File: src/rtl/ldma_pkg.sv
package ldma_pkg;
  localparam int WORD_W = 32;

  localparam logic [5:0] OFS_CTRL   = 6'h00;
  localparam logic [5:0] OFS_BLK    = 6'h04;
  localparam logic [5:0] OFS_OPT    = 6'h08;
  localparam logic [5:0] OFS_SRC    = 6'h0C;
  localparam logic [5:0] OFS_DST    = 6'h10;
  localparam logic [5:0] OFS_LEN    = 6'h14;
  localparam logic [5:0] OFS_STRIDE = 6'h18;
  localparam logic [5:0] OFS_LINK   = 6'h1C;
  localparam logic [5:0] OFS_IDENT  = 6'h20;

  // control/status bit positions
  localparam int CS_RUN     = 0;
  localparam int CS_DONE    = 1;
  localparam int CS_IRQ     = 2;
  localparam int CS_LINE    = 3;
  localparam int CS_STOPPED = 4;
  localparam int CS_HELD    = 5;
  localparam int CS_WRWAIT  = 6;
  localparam int CS_KILL    = 30;
  localparam int CS_CLEAR   = 31;

  // options bit positions
  localparam int OP_IRQEN  = 0;
  localparam int OP_WRESP  = 3;
  localparam int OP_DINC   = 4;
  localparam int OP_DPACE  = 6;
  localparam int OP_SINC   = 8;
  localparam int OP_SPACE  = 10;
  localparam int OP_SEL_LO = 16;

  localparam int ID_REDUCED = 28;
  localparam int CB_WORDS   = 6;

  typedef enum logic [2:0] {
    ST_IDLE, ST_LOAD, ST_READ, ST_WRITE, ST_RESP, ST_DONE, ST_LINK
  } ch_state_t;
endpackage

File: src/rtl/ldma_pace.sv
module ldma_pace import ldma_pkg::*; #(
  parameter int NREQ  = 32,
  parameter int SEL_W = 5
) (
  input  logic [NREQ-1:0]  preq,
  input  logic [SEL_W-1:0] sel,
  input  logic             src_paced,
  input  logic             dst_paced,
  output logic             line,
  output logic             src_hold,
  output logic             dst_hold
);
  assign line     = preq[sel];
  assign src_hold = src_paced & ~line;
  assign dst_hold = dst_paced & ~line;
endmodule

File: src/rtl/ldma_csr_view.sv
module ldma_csr_view import ldma_pkg::*; #(
  parameter int REDUCED = 0
) (
  input  logic [5:0]        addr,
  input  logic [WORD_W-1:0] status,
  input  logic [WORD_W-1:0] blk,
  input  logic [WORD_W-1:0] opt,
  input  logic [WORD_W-1:0] src,
  input  logic [WORD_W-1:0] dst,
  input  logic [WORD_W-1:0] len,
  input  logic [WORD_W-1:0] stride,
  input  logic [WORD_W-1:0] link,
  output logic [WORD_W-1:0] rdata
);
  logic [WORD_W-1:0] ident;

  always_comb begin
    ident = '0;
    ident[ID_REDUCED] = (REDUCED != 0);
  end

  always_comb begin
    unique case (addr)
      OFS_CTRL:   rdata = status;
      OFS_BLK:    rdata = blk;
      OFS_OPT:    rdata = opt;
      OFS_SRC:    rdata = src;
      OFS_DST:    rdata = dst;
      OFS_LEN:    rdata = len;
      OFS_STRIDE: rdata = stride;
      OFS_LINK:   rdata = link;
      OFS_IDENT:  rdata = ident;
      default:    rdata = '0;
    endcase
  end
endmodule

File: src/rtl/ldma_seq.sv
module ldma_seq import ldma_pkg::*; #(
  parameter logic [WORD_W-1:0] LEN_MASK = 32'hFFFF_FFFC
) (
  input  logic              clk,
  input  logic              rst_n,
  input  logic              csr_wr,
  input  logic [5:0]        csr_addr,
  input  logic [WORD_W-1:0] csr_wdata,
  output logic              mrd_req,
  output logic [WORD_W-1:0] mrd_addr,
  input  logic              mrd_valid,
  input  logic [WORD_W-1:0] mrd_data,
  output logic              mwr_req,
  output logic [WORD_W-1:0] mwr_addr,
  output logic [WORD_W-1:0] mwr_data,
  input  logic              mwr_ack,
  input  logic              mwr_resp,
  input  logic              line,
  input  logic              src_hold,
  input  logic              dst_hold,
  output logic [WORD_W-1:0] status,
  output logic [WORD_W-1:0] blk_q,
  output logic [WORD_W-1:0] opt_q,
  output logic [WORD_W-1:0] src_q,
  output logic [WORD_W-1:0] dst_q,
  output logic [WORD_W-1:0] len_q,
  output logic [WORD_W-1:0] stride_q,
  output logic [WORD_W-1:0] link_q,
  output logic              irq
);
  localparam logic [WORD_W-1:0] STEP = 32'd4;

  ch_state_t         st_q, st_n;
  logic              run_q, run_n, done_q, done_n, int_q, int_n, kill_q, kill_n;
  logic              rp_q, rp_n, wp_q, wp_n;
  logic [2:0]        fi_q, fi_n;
  logic [WORD_W-1:0] blk_n, opt_n, src_n, dst_n, len_n, stride_n, link_n;
  logic [WORD_W-1:0] beat_q, beat_n;
  logic              held;

  always_comb begin
    st_n = st_q; run_n = run_q; done_n = done_q; int_n = int_q; kill_n = kill_q;
    rp_n = rp_q; wp_n = wp_q; fi_n = fi_q; beat_n = beat_q;
    blk_n = blk_q; opt_n = opt_q; src_n = src_q; dst_n = dst_q;
    len_n = len_q; stride_n = stride_q; link_n = link_q;

    unique case (st_q)
      ST_IDLE: begin
        kill_n = 1'b0;
        if (run_q) begin
          st_n = ST_LOAD;
          fi_n = '0;
        end
      end
      ST_LOAD: begin
        if (rp_q) begin
          if (mrd_valid) begin
            rp_n = 1'b0;
            unique case (fi_q)
              3'd0:    opt_n    = mrd_data;
              3'd1:    src_n    = mrd_data;
              3'd2:    dst_n    = mrd_data;
              3'd3:    len_n    = mrd_data & LEN_MASK;
              3'd4:    stride_n = mrd_data;
              default: link_n   = mrd_data;
            endcase
            if (fi_q == 3'(CB_WORDS - 1)) st_n = ST_READ;
            else                          fi_n = fi_q + 3'd1;
          end
        end else if (kill_q) begin
          st_n = ST_LINK;
        end else if (run_q) begin
          rp_n = 1'b1;
        end
      end
      ST_READ: begin
        if (rp_q) begin
          if (mrd_valid) begin
            rp_n   = 1'b0;
            beat_n = mrd_data;
            st_n   = ST_WRITE;
          end
        end else if (len_q == '0) begin
          st_n = ST_DONE;
        end else if (kill_q) begin
          st_n = ST_LINK;
        end else if (run_q && !src_hold) begin
          rp_n = 1'b1;
        end
      end
      ST_WRITE: begin
        if (wp_q) begin
          if (mwr_ack) begin
            wp_n  = 1'b0;
            len_n = len_q - STEP;
            if (opt_q[OP_SINC]) src_n = src_q + STEP;
            if (opt_q[OP_DINC]) dst_n = dst_q + STEP;
            if (len_q <= STEP) st_n = opt_q[OP_WRESP] ? ST_RESP : ST_DONE;
            else               st_n = ST_READ;
          end
        end else if (kill_q) begin
          st_n = ST_LINK;
        end else if (run_q && !dst_hold) begin
          wp_n = 1'b1;
        end
      end
      ST_RESP: begin
        if (mwr_resp) st_n = ST_DONE;
      end
      ST_DONE: begin
        done_n = 1'b1;
        if (opt_q[OP_IRQEN]) int_n = 1'b1;
        st_n = ST_LINK;
      end
      default: begin
        kill_n = 1'b0;
        if (link_q == '0) begin
          run_n = 1'b0;
          st_n  = ST_IDLE;
        end else begin
          blk_n = link_q;
          fi_n  = '0;
          st_n  = ST_LOAD;
        end
      end
    endcase

    if (csr_wr) begin
      unique case (csr_addr)
        OFS_CTRL: begin
          if (csr_wdata[CS_CLEAR]) begin
            st_n = ST_IDLE; run_n = 1'b0; done_n = 1'b0; int_n = 1'b0;
            kill_n = 1'b0; rp_n = 1'b0; wp_n = 1'b0;
          end else begin
            run_n = csr_wdata[CS_RUN];
            if (csr_wdata[CS_DONE]) done_n = 1'b0;
            if (csr_wdata[CS_IRQ])  int_n  = 1'b0;
            if (csr_wdata[CS_KILL] && csr_wdata[CS_RUN]) kill_n = 1'b1;
          end
        end
        OFS_BLK:    blk_n    = csr_wdata;
        OFS_OPT:    opt_n    = csr_wdata;
        OFS_SRC:    src_n    = csr_wdata;
        OFS_DST:    dst_n    = csr_wdata;
        OFS_LEN:    len_n    = csr_wdata & LEN_MASK;
        OFS_STRIDE: stride_n = csr_wdata;
        OFS_LINK:   link_n   = csr_wdata;
        default: ;
      endcase
    end
  end

  always_ff @(posedge clk or negedge rst_n) begin
    if (!rst_n) begin
      st_q <= ST_IDLE; run_q <= 1'b0; done_q <= 1'b0; int_q <= 1'b0; kill_q <= 1'b0;
      rp_q <= 1'b0; wp_q <= 1'b0; fi_q <= '0; beat_q <= '0;
      blk_q <= '0; opt_q <= '0; src_q <= '0; dst_q <= '0;
      len_q <= '0; stride_q <= '0; link_q <= '0;
    end else begin
      st_q <= st_n; run_q <= run_n; done_q <= done_n; int_q <= int_n; kill_q <= kill_n;
      rp_q <= rp_n; wp_q <= wp_n; fi_q <= fi_n; beat_q <= beat_n;
      blk_q <= blk_n; opt_q <= opt_n; src_q <= src_n; dst_q <= dst_n;
      len_q <= len_n; stride_q <= stride_n; link_q <= link_n;
    end
  end

  assign held = run_q && ((st_q == ST_READ && !rp_q && len_q != '0 && src_hold) ||
                          (st_q == ST_WRITE && !wp_q && dst_hold));

  always_comb begin
    status = '0;
    status[CS_RUN]     = run_q;
    status[CS_DONE]    = done_q;
    status[CS_IRQ]     = int_q;
    status[CS_LINE]    = line;
    status[CS_STOPPED] = !run_q && (st_q != ST_IDLE);
    status[CS_HELD]    = held;
    status[CS_WRWAIT]  = (st_q == ST_RESP);
  end

  assign mrd_req  = rp_q;
  assign mrd_addr = (st_q == ST_LOAD) ? (blk_q + {27'd0, fi_q, 2'b00}) : src_q;
  assign mwr_req  = wp_q;
  assign mwr_addr = dst_q;
  assign mwr_data = beat_q;
  assign irq      = int_q;

  AST_IDLE_QUIET: assert property (@(posedge clk) disable iff (!rst_n)
    (st_q == ST_IDLE && !csr_wr) |=> (!mrd_req && !mwr_req));
  AST_READ_HOLD: assert property (@(posedge clk) disable iff (!rst_n)
    (mrd_req && !mrd_valid && !csr_wr) |=> (mrd_req && $stable(mrd_addr)));
  AST_WRITE_HOLD: assert property (@(posedge clk) disable iff (!rst_n)
    (mwr_req && !mwr_ack && !csr_wr) |=> mwr_req);
  AST_LEN_STEP: assert property (@(posedge clk) disable iff (!rst_n)
    (mwr_req && mwr_ack && !csr_wr) |=> (len_q == $past(len_q) - STEP));
  AST_DST_FIXED: assert property (@(posedge clk) disable iff (!rst_n)
    (mwr_req && mwr_ack && !opt_q[OP_DINC] && !csr_wr) |=> $stable(dst_q));
  AST_PACED_WRITE: assert property (@(posedge clk) disable iff (!rst_n)
    $rose(mwr_req) |-> $past(!dst_hold));
  AST_STOP_NO_BEAT: assert property (@(posedge clk) disable iff (!rst_n)
    (!run_q && !mrd_req) |=> !mrd_req);
  AST_IRQ_WITH_DONE: assert property (@(posedge clk) disable iff (!rst_n)
    $rose(irq) |-> done_q);
endmodule

File: src/rtl/ldma_channel.sv
module ldma_channel import ldma_pkg::*; #(
  parameter int NREQ    = 32,
  parameter int REDUCED = 0
) (
  input  logic              clk,
  input  logic              rst_n,
  input  logic              csr_wr,
  input  logic [5:0]        csr_addr,
  input  logic [WORD_W-1:0] csr_wdata,
  output logic [WORD_W-1:0] csr_rdata,
  output logic              mrd_req,
  output logic [WORD_W-1:0] mrd_addr,
  input  logic              mrd_valid,
  input  logic [WORD_W-1:0] mrd_data,
  output logic              mwr_req,
  output logic [WORD_W-1:0] mwr_addr,
  output logic [WORD_W-1:0] mwr_data,
  input  logic              mwr_ack,
  input  logic              mwr_resp,
  input  logic [NREQ-1:0]   preq,
  output logic              irq
);
  localparam int SEL_W = (NREQ > 1) ? $clog2(NREQ) : 1;
  localparam logic [WORD_W-1:0] LEN_MASK = (REDUCED != 0) ? 32'h0000_FFFC : 32'hFFFF_FFFC;

  logic [1:0]        rst_sync;
  logic              rst_core_n;
  logic              line, src_hold, dst_hold;
  logic [WORD_W-1:0] status, blk_q, opt_q, src_q, dst_q, len_q, stride_q, link_q;

  always_ff @(posedge clk or negedge rst_n) begin
    if (!rst_n) rst_sync <= 2'b00;
    else        rst_sync <= {rst_sync[0], 1'b1};
  end
  assign rst_core_n = rst_sync[1];

  ldma_pace #(.NREQ(NREQ), .SEL_W(SEL_W)) pace_i (
    .preq(preq), .sel(opt_q[OP_SEL_LO +: SEL_W]),
    .src_paced(opt_q[OP_SPACE]), .dst_paced(opt_q[OP_DPACE]),
    .line(line), .src_hold(src_hold), .dst_hold(dst_hold)
  );

  ldma_seq #(.LEN_MASK(LEN_MASK)) seq_i (
    .clk(clk), .rst_n(rst_core_n),
    .csr_wr(csr_wr), .csr_addr(csr_addr), .csr_wdata(csr_wdata),
    .mrd_req(mrd_req), .mrd_addr(mrd_addr), .mrd_valid(mrd_valid), .mrd_data(mrd_data),
    .mwr_req(mwr_req), .mwr_addr(mwr_addr), .mwr_data(mwr_data),
    .mwr_ack(mwr_ack), .mwr_resp(mwr_resp),
    .line(line), .src_hold(src_hold), .dst_hold(dst_hold),
    .status(status), .blk_q(blk_q), .opt_q(opt_q), .src_q(src_q), .dst_q(dst_q),
    .len_q(len_q), .stride_q(stride_q), .link_q(link_q), .irq(irq)
  );

  ldma_csr_view #(.REDUCED(REDUCED)) view_i (
    .addr(csr_addr), .status(status), .blk(blk_q), .opt(opt_q), .src(src_q),
    .dst(dst_q), .len(len_q), .stride(stride_q), .link(link_q), .rdata(csr_rdata)
  );
endmodule

File: config.mk
export PLATFORM = sky130hd
export DESIGN_NAME = ldma_channel
export DESIGN_NICKNAME = d
export VERILOG_FILES = /design/src/rtl/ldma_pkg.sv /design/src/rtl/ldma_pace.sv /design/src/rtl/ldma_csr_view.sv /design/src/rtl/ldma_seq.sv /design/src/rtl/ldma_channel.sv
export SDC_FILE = /design/constraint.sdc
export NUM_CORES = 1
export LEC_CHECK = 0
export BUFFER_PORTS_ARGS = -buffer_cell sky130_fd_sc_hd__buf_2
export CORE_MARGIN = 4
export CORE_UTILIZATION = 30
export CTS_BUF_LIST = sky130_fd_sc_hd__clkbuf_16
export CTS_CLUSTER_DIAMETER = 60
export CTS_CLUSTER_SIZE = 30
export DETAILED_ROUTE_END_ITERATION = 16
export PLACE_DENSITY = 0.54
export SKIP_CTS_REPAIR_TIMING = 1
export SYNTH_ARGS = -nofsm -noshare
export SYNTH_HDL_FRONTEND = slang
export SYNTH_SLANG_ARGS = --single-unit
File: constraint.sdc
create_clock -name clk -period 9.3 [get_ports clk]
set_clock_uncertainty 0.1 [all_clocks]
set_input_delay 0.93 -clock clk [delete_from_list [all_inputs] [get_ports clk]]
set_output_delay 0.93 -clock clk [all_outputs]
set_load 0.01 [all_outputs]
Yosys cells after proc, flatten, opt, wreduce, memory -nomap -nowiden

Index checks and enable logic that the tools add are counted.

Register bits: 270
Input bits: 108
Output and inout port bits: 131
Word-level logic and storage cells: 196

$add $sub $neg: 5
Order comparisons: 2
Eq/ne operators: 22
Muxes and demuxes: 117
Bitwise logic cells: 4
Reductions and logical operators: 29

Operators with widths:

| kind                                                                               | count |
|---|---|
| 32-bit two-way mux                                                                 | 46 |
| 32-bit case mux with 8 select lines                                                | 1 |
| 32-bit case mux with 2 select lines                                                | 3 |
| 32-bit by 3-bit adder with 32-bit output (second input constant)                   | 2 |
| 32-bit zero test                                                                   | 2 |
| 3-bit two-way mux                                                                  | 20 |
| 1-bit two-way mux                                                                  | 43 |
| 32-bit by 5-bit adder with 32-bit output                                           | 1 |
| 32-bit by 3-bit less-or-equal comparator with 1-bit output (second input constant) | 1 |
| 32-bit nonzero test                                                                | 1 |
| 32-bit by 3-bit subtractor with 32-bit output (second input constant)              | 1 |
| 6-bit by 5-bit == test with 1-bit output (second input constant)                   | 4 |
| 3-bit case mux with 6 select lines                                                 | 1 |
| 3-bit by 2-bit == test with 1-bit output (second input constant)                   | 4 |
| 3-bit == test (second input constant)                                              | 4 |
| 6-bit by 4-bit == test with 1-bit output (second input constant)                   | 2 |
| 1-bit logical AND                                                                  | 10 |
| 5-bit OR reduction                                                                 | 2 |
| 3-bit case mux with 3 select lines                                                 | 1 |
| 3-bit by 1-bit == test with 1-bit output (second input constant)                   | 2 |
| 6-bit by 3-bit == test with 1-bit output (second input constant)                   | 1 |
| 3-bit zero test                                                                    | 2 |
| 6-bit zero test                                                                    | 1 |
| 5-bit by 6-bit less-than comparator with 1-bit output (second input constant)      | 1 |
| 15 further kinds                                                                   | 23 |

Depth between registers and ports, before layout

Gate-level depths: netlist of run 1.

Depth in word-level cells: 14
Gate-level depth with buffers: 10
Gate-level depth less buffers: 9

Hierarchy

A second synthesis of run 1 with hierarchy kept.

Cells, all modules: 2,326
Area total of the unflattened synthesis: 19,807.7 µm²

Modules (own cells, without submodules):

| module        | times used | cells an instance | area an instance (µm²) | seq. area each (µm²) |
|---|---|---|---|---|
| ldma_seq      | 1          | 1,945             | 16,776.1               | 6,706.4 |
| ldma_csr_view | 1          | 333               | 2,602.5                | 0.0 |
| ldma_pace     | 1          | 45                | 375.4                  | 0.0 |
| ldma_channel  | 1          | 3                 | 53.8                   | 50.0 |

Worst setup path before layout of run 1

OpenSTA, ideal clock, no wires.

Path kind: in2out
Start point: in csr_addr[1]
End point: out csr_rdata[5]
Arrival time: 2,508 ps
Data required time: 8,270 ps
Setup slack: 5,762 ps
Stages: 6
Buffers on the path: 1
Cell sequence: or4b_2 nor3_2 clkbuf_1 a22oi_1 nand3_1 a41o_1

Cells in the longest elaborated chain, start to end: 2
Elaborated cells on any way between the ends: 9
Classes of those cells: 7 x eq/ne; 1 x mux; 1 x reduce/logical

Ends and longest elaborated chain:

| element                                                          | RTL line            | source |
|---|---|---|
| start: declaration                                               | ldma_channel.sv:8   | `input logic [5:0] csr_addr,` |
| 6-bit by 5-bit == test with 1-bit output (tied with other cells) | ldma_csr_view.sv:23 | `unique case (addr)` |
| 32-bit case mux with 8 select lines (*)                          | ldma_csr_view.sv:23 |  |
| end: declaration                                                 | ldma_channel.sv:10  | `output logic [WORD_W-1:0] csr_rdata,` |

Every way passes the cells marked *; elsewhere a longest branch is shown, timed or not.

Worst setup path in the final report of run 1

Start point: reg seq_i.fi_q[0]
End point: out mrd_addr[24]

Cells in the longest elaborated chain, start to end: 2

Ends and longest elaborated chain:

| element                                  | RTL line           | source |
|---|---|---|
| start: declaration                       | ldma_seq.sv:36     | `logic [2:0] fi_q, fi_n;` |
| start signal: assignment                 | ldma_seq.sv:161    | `rp_q <= rp_n; wp_q <= wp_n; fi_q <= fi_n; beat_q <= beat_n;` |
| 32-bit by 5-bit adder with 32-bit output | ldma_seq.sv:182    | `assign mrd_addr = (st_q == ST_LOAD) ? (blk_q + {27'd0, fi_q, 2'b00}) : src_q;` |
| 32-bit two-way mux                       | ldma_seq.sv:182    |  |
| end: declaration                         | ldma_channel.sv:12 | `output logic [WORD_W-1:0] mrd_addr,` |

Every way passes these cells.

==> flow_summary.json, run 1 <==
{
  "dieArea_um2": 60500,
  "worstPathRequired_ns": 8.27,
  "synth.ff_latch_count": 270,
  "crit_chain": "ha_1 -> inv_1 -> fa_1 -> nand2b_1 -> nor2b_1 -> or4_1 -> nor2_1 -> xnor2_1 -> o21ai_0 -> buf_2",
  "post-route-drc-count": 0,
  "ff2ff_setup_slack_ns": 5.51,
  "die_y_um": 246,
  "clock-root-buffer": "clkbuf_16",
  "placed_cell_area_um2": 18900,
  "clk_path_buf_depth": 3,
  "path_buf_inv": 2,
  "wl_per_cell_um": 26.0,
  "hold_viol": 0,
  "numPortBuffers": 238,
  "rsz0062_at_grt": "false",
  "core-area_um2": 55500,
  "instances_no_fill": 2913,
  "hpwlAfterDp_um": 51300,
  "syn_avg_cell_area_um2": 8.59,
  "yosysWarnings": 0,
  "clk_pin_slew_worst_paths_ns": 0.07,
  "path_max_fanout": 6,
  "via_per_inst": 5.91,
  "cts_tree": "built",
  "finalWirelength_um": 75800,
  "ys_types": 76,
  "reg2reg_depth": 8,
  "cellPowerDensity_nw_per_um2": 299,
  "grt_pass1_vias": 16952,
  "vias": 17212,
  "gp_congestion": 0.891,
  "worst_slew_pin_slew_ns": 1.17,
  "synth-edff-count": 0,
  "setup_tns_ns": 0,
  "max_stage_delay_ns": 0.77,
  "drv_slew": 0,
  "grt_max_degree": 145,
  "irDropWorstVdd_mv": 0.121,
  "ys_dominant_reg_cell": "dfrtp_1",
  "start_kind": "flip-flop",
  "track_usage_pct": 24.3,
  "p_leak_nw": 9.21,
  "antenna_found_initial": 3,
  "syn_to_final_growth_pct": 18.3,
  "drv_cap": 0,
  "row_count": 86,
  "final_nets": 2263,
  "fmax_mhz": 214,
  "drt-pass1-iter-count": 9,
  "placed_cells": 2847,
  "r2r_end": "seq_i.src_q[31]$_DFF_PN0_",
  "drive_gt1_share_pct": 19.3,
  "synth_area_leaders": "dfrtp_1, mux2i_1, nand2_1",
  "final_cell_mix": "dfrtp_1, buf_2, nand2_1, nor2_1, a21oi_1",
  "synth_area_um2": 17000,
  "finalCriticalPeriod_ns": 4.68,
  "final_area_um2": 20100,
  "netlist_instances": 1977,
  "cp.depth": 10,
  "synth-seq-area-share_pct": 39.8,
  "slowest_stage": "or4_1",
  "grt_pass1_wl_um": 112000,
  "yosys.area.top_type": "dfrtp_1",
  "setup_viol": 0,
  "hold_path_class": "in2async",
  "cp.arrival_ns": 3.65,
  "r2r-start": "seq_i.st_q[1]$_DFF_PN0_",
  "period_share_pct": 50.3,
  "relSlewSlack_pct": 21.7,
  "clock_sinks": 270,
  "initial_core_util_pct": 30.6,
  "worst_setup_path_end_kind": "output pin",
  "h-tree-depth": 2,
  "yosysTopAreaCellShare_pct": 39.8,
  "ant_nets": 0,
  "critPathLaunch": "seq_i.fi_q[0]$_DFFE_PN0P_",
  "crit_path_end": "mrd_addr[24]",
  "crit_family": "simple AND/OR/NAND/NOR gates",
  "clk_latency_ns": 0.57,
  "outcome": "finished clean",
  "dieWidth_um": 246,
  "syn_nets": 2103,
  "critical_path_class": "reg2out",
  "io_pins": 239,
  "drt_iter0_drc": 2346,
  "cts_buffers": 36,
  "overflow": 0,
  "synthArstFlopShare_pct": 100,
  "layout_commonest_cell": "dfrtp_1"
}
power by group:
group / internal (mW) / total, mW / switching [mW]
clock: 0.764 / 1.42 / 0.652
combinational: 0.929 / 2.16 / 1.23
sequential: 1.69 / 2.44 / 0.747
layout make-up:
cell class / instances / area [um^2]
timing repair buffer: 273 / 1470
inverter: 21 / 78.8
clock buffer: 37 / 926
clock inverter: 28 / 263
multi-input combinational: 1535 / 9660
sequential: 270 / 6760
fill: 5815 / 35400
tap: 748 / 936
antenna: 1 / 2.50
worst reg2reg max path, delay by kind of cell (launching register included):
family | cells | cell delay, ns
AND/OR/NAND/NOR | 3 | 1.47
AO/OA/AOI/OAI | 3 | 0.58
buffers and inverters | 2 | 0.98
flip-flops | 1 | 0.59
synthesized netlist by cell type (21+ instances only):
cell type,count
nor4_1,21
mux2_2,38
nor3_1,32
o21ai_0,112
a31oi_1,63
mux2i_1,123
a222oi_1,61
a22oi_1,74
and3_1,29
clkbuf_1,135
a21oi_1,163
inv_1,21
nor2_1,238
xnor2_1,36
nand2_1,239
xor2_1,33
dfrtp_1,270
nand3_1,65
nand4_1,37
routing by layer:
layer	part of all wire (%)	vias to the layer above	GRT usage (%)
met1	41	8497	31.3
met4	3.9	2	9.86
li1	-	7672	-
met5	0.017	-	0
met2	47	875	39.9
met3	8.5	166	4.91
cells by family after synthesis:
family	Yosys count	share of synthesized area [%]
xor gates and xnor gates	69	3.56
and+or+nand+nor	740	20.6
adders and majority gates	18	1.37
muxes	161	9.77
DFF	270	39.8
AOI/OAI and AO/OA	546	21.0
buffers and inverters	172	3.89
other	1	0.0221
stage by stage:
step	utilization, %	power (mW)	hold WS, ns	setup slack [ns]
after floorplan	-	3.59	0.231	1.12
after global placement	34.0	4.52	0.241	5.10
after detailed placement	34.0	4.58	0.240	5.06
after CTS	36.2	6.02	0.0426	4.65
after global routing	36.2	6.38	0.0566	4.53
final	36.2	6.01	0.0630	4.62
sequential cells by signal, indices dropped and copies added (netlist names):
signal,cells
seq_i.len_q,32
rst_sync,2
seq_i.blk_q,32
seq_i.mwr_req,1
seq_i.irq,1
seq_i.done_q,1
seq_i.src_q,32
seq_i.mrd_req,1
seq_i.dst_q,32
seq_i.fi_q,3
seq_i.kill_q,1
seq_i.opt_q,32
seq_i.link_q,32
seq_i.mwr_data,32
seq_i.stride_q,32
seq_i.run_q,1
seq_i.st_q,3
how the worst min path moves through the flow:
stage                                      from                    end  slack, ns  cells past startpoint
after detailed placement  rst_sync[0]$_DFF_PN0_  rst_sync[1]$_DFF_PN0_       0.24                      0
final                                     rst_n  rst_sync[0]$_DFF_PN0_       0.06                      1
after floorplan           rst_sync[0]$_DFF_PN0_  rst_sync[1]$_DFF_PN0_       0.23                      0
after global placement    rst_sync[0]$_DFF_PN0_  rst_sync[1]$_DFF_PN0_       0.24                      0
after CTS                                 rst_n  rst_sync[0]$_DFF_PN0_       0.04                      1
after global routing                      rst_n  rst_sync[1]$_DFF_PN0_       0.06                      1
No activity file was read; power rests on OpenSTA's default activity.
==> run 2: changes to the inputs <==
--- a/config.mk
+++ b/config.mk
@@ -5,6 +5,7 @@
 export SDC_FILE = /design/constraint.sdc
 export NUM_CORES = 1
 export LEC_CHECK = 0
+export ABC_AREA = 1
 export BUFFER_PORTS_ARGS = -buffer_cell sky130_fd_sc_hd__buf_2
 export CORE_MARGIN = 4
 export CORE_UTILIZATION = 30
@@ -12,7 +13,7 @@
 export CTS_CLUSTER_DIAMETER = 60
 export CTS_CLUSTER_SIZE = 30
 export DETAILED_ROUTE_END_ITERATION = 16
-export PLACE_DENSITY = 0.54
+export PLACE_DENSITY = 0.56
 export SKIP_CTS_REPAIR_TIMING = 1
 export SYNTH_ARGS = -nofsm -noshare
 export SYNTH_HDL_FRONTEND = slang
==> constraint.sdc (replaced) <==
create_clock -name clk -period 4.24 [get_ports clk]
set_clock_uncertainty 0.1 [all_clocks]
set_input_delay 0.424 -clock clk [delete_from_list [all_inputs] [get_ports clk]]
set_output_delay 0.424 -clock clk [all_outputs]
set_load 0.01 [all_outputs]
==> run 2 against run 1 <==
The flow now finishes with violations (hold timing). Clock power grew 99%. Sequential power grew 81%. Critical path depth grew 3. Combinational power grew 120%. Via count grew 18%. Design area grew 9.2%. Sequential share of layout area shrank 2.8 points. Largest cell class unchanged. Largest power group is now combinational cells. Highest routed layer unchanged.
==> flow_summary.json, run 2 <==
{
  "outcome": "finished with violations",
  "violations": "hold timing",
  "hold_ws_ns": -0.0179,
  "hold_viol": 3,
  "clk_path_buf_depth": 3,
  "synth.ff_latch_count": 270,
  "slowest_stage": "dfrtp_1",
  "drt-pass1-iter-count": 6,
  "io_pins": 239,
  "post-route-drc-count": 0,
  "period_share_pct": 89.2,
  "synth_most_common_cell": "nand2_1",
  "numPortBuffers": 238,
  "initial_core_util_pct": 30.3,
  "cellPowerDensity_nw_per_um2": 544,
  "wl_per_cell_um": 24.0,
  "worst_slew_pin_slew_ns": 1.14,
  "setup_tns_ns": 0,
  "vias": 20315,
  "yosys-top-cells-count": "nand2_1, inv_1, o21ai_0",
  "h-tree-depth": 1,
  "finalCriticalPeriod_ns": 3.78,
  "worst_setup_path_end_kind": "output pin",
  "irDropWorstVdd_mv": 0.338,
  "clk_pin_slew_worst_paths_ns": 0.07,
  "antenna_found_initial": 3,
  "via_per_inst": 5.61,
  "core-area_um2": 61700,
  "grt_pass1_vias": 18694,
  "synth_area_leaders": "dfrtp_1, nand2_1, o21ai_0",
  "critPathLaunch": "seq_i.blk_q[2]$_DFF_PN0_",
  "synthArstFlopShare_pct": 100,
  "dieWidth_um": 258,
  "worstPathRequired_ns": 3.72,
  "hold_path_class": "in2reg",
  "gp_congestion": 1.03,
  "rsz0062_at_grt": "false",
  "fmax_mhz": 264,
  "crit_chain": "ha_1 -> inv_1 -> fa_1 -> o21ai_2 -> nand3_1 -> or2_1 -> nor2_2 -> nand2_1 -> nor2_1 -> xor2_1 -> nand2_1 -> o21ai_0 -> buf_2",
  "cp.arrival_ns": 3.26,
  "die_y_um": 258,
  "cts_buffers": 30,
  "grt_max_degree": 71,
  "ys_dominant_reg_cell": "dfrtp_1",
  "drv_slew": 0,
  "hpwlAfterDp_um": 65500,
  "grt_pass1_wl_um": 127000,
  "r2r-start": "seq_i.st_q[1]$_DFF_PN0_",
  "p_leak_nw": 10.2,
  "synth_area_um2": 18700,
  "cts_tree": "built",
  "ant_nets": 0,
  "drive_gt1_share_pct": 16.2,
  "clock-root-buffer": "clkbuf_16",
  "yosysTopAreaCellShare_pct": 36.1,
  "drt_iter0_drc": 2350,
  "yosys.area.top_type": "dfrtp_1",
  "overflow": 0,
  "reg2reg_depth": 9,
  "path_max_fanout": 3,
  "netlist_instances": 2576,
  "row_count": 91,
  "track_usage_pct": 24.9,
  "dieArea_um2": 66400,
  "syn_to_final_growth_pct": 17.2,
  "final_nets": 2883,
  "max_stage_delay_ns": 0.41,
  "relSlewSlack_pct": 23.5,
  "yosysWarnings": 0,
  "syn_avg_cell_area_um2": 7.26,
  "syn_nets": 2702,
  "crit_path_end": "mrd_addr[28]",
  "synth-seq-area-share_pct": 36.1,
  "finalWirelength_um": 86700,
  "ff2ff_setup_slack_ns": 1.46,
  "drv_cap": 0,
  "layout_commonest_cell": "nand2_1",
  "r2r_end": "seq_i.len_q[9]$_DFF_PN0_",
  "cpMostUsedCell": "nand2_1",
  "synth-edff-count": 0,
  "final_cell_mix": "nand2_1, inv_1, o21ai_0, dfrtp_1, buf_2",
  "critical_path_class": "reg2out",
  "clock_sinks": 270,
  "ys_types": 57,
  "clk_latency_ns": 0.60,
  "start_kind": "flip-flop",
  "setup_viol": 0
}
[run 2: cell types whose count changed after synthesis, sizes merged, moves of 41 or more]
| cell | previous run | this run |
|---|---|---|
| inv | 21 | 331 |
| nand2 | 240 | 483 |
| o21ai | 114 | 309 |
| mux2i | 123 | 0 |
| o211ai | 3 | 103 |
| nand3 | 65 | 128 |
| a222oi | 61 | 0 |
| nor2 | 238 | 180 |
| o22ai | 1 | 54 |
| a31oi | 63 | 17 |
| nor3 | 34 | 75 |
[run 2: worst min-delay path by stage]
stage	to	slack [ns]	cells past startpoint	from
after floorplan	rst_sync[0]$_DFF_PN0_	0.03	0	rst_n
after global placement	rst_sync[0]$_DFF_PN0_	0.11	1	rst_n
after detailed placement	rst_sync[0]$_DFF_PN0_	0.11	1	rst_n
after CTS	rst_sync[1]$_DFF_PN0_	-0.51	1	rst_n
after global routing	seq_i.blk_q[5]$_DFF_PN0_	0.004	3	csr_wdata[5]
final	seq_i.blk_q[15]$_DFF_PN0_	-0.02	3	csr_wdata[15]
[run 2: power breakdown]
part,internal [mW],total [mW],switching [mW]
clock network,1.55,2.82,1.28
registers,3.31,4.41,1.11
logic,1.65,4.70,3.05
total,6.50,11.9,5.43
[run 2: final cells by class]
class | instances | area (um^2)
Antenna cell | 2 | 5.00
Multi-Input combinational cell | 1825 | 10100
Clock buffer | 31 | 776
Fill cell | 6706 | 39800
Timing Repair Buffer | 295 | 1700
Sequential cell | 270 | 6760
Tap cell | 837 | 1050
Inverter | 335 | 1260
Clock inverter | 24 | 263
[run 2: through the flow]
stage	area, um^2	utilization, %	power (mW)	cells	setup slack (ns)
finish	21900	35.5	11.9	3619	0.459
global route	21900	35.5	12.7	3617	0.180
CTS	21900	35.4	11.9	3610	0.392
detailed placement	20800	33.7	9.01	3555	1.02
global placement	20800	33.7	9.00	3555	1.00
floorplan	18700	-	7.07	2576	1.44
[run 2: worst max-delay path: cells and delay by family, from the launching register on]
kind | cells | cell delay [ns]
compound gates | 2 | 0.30
xor+xnor | 1 | 0.16
fa+ha+maj | 2 | 0.60
buf+inv | 2 | 0.22
flops | 1 | 0.41
simple gates | 6 | 0.99
[run 2: kinds of logic after synthesis]
family	synth area share, %
other	0.0200
muxes	1.56
buffers and inverters	9.92
DFF	36.1
xor gates and xnor gates	2.43
and+or+nand+nor	22.2
AOI/OAI and AO/OA	26.5
adders and majority gates	1.24
[run 2: layer usage]
layer | wire length, um | up-vias | track usage [%] | share of wire, %
met5 | 13 | - | 0 | 0.015
met4 | 3490 | 2 | 9.18 | 4.0
met3 | 9370 | 145 | 5.53 | 11
met2 | 36500 | 1148 | 36.8 | 42
met1 | 37300 | 9711 | 35.7 | 43
li1 | - | 9309 | - | -
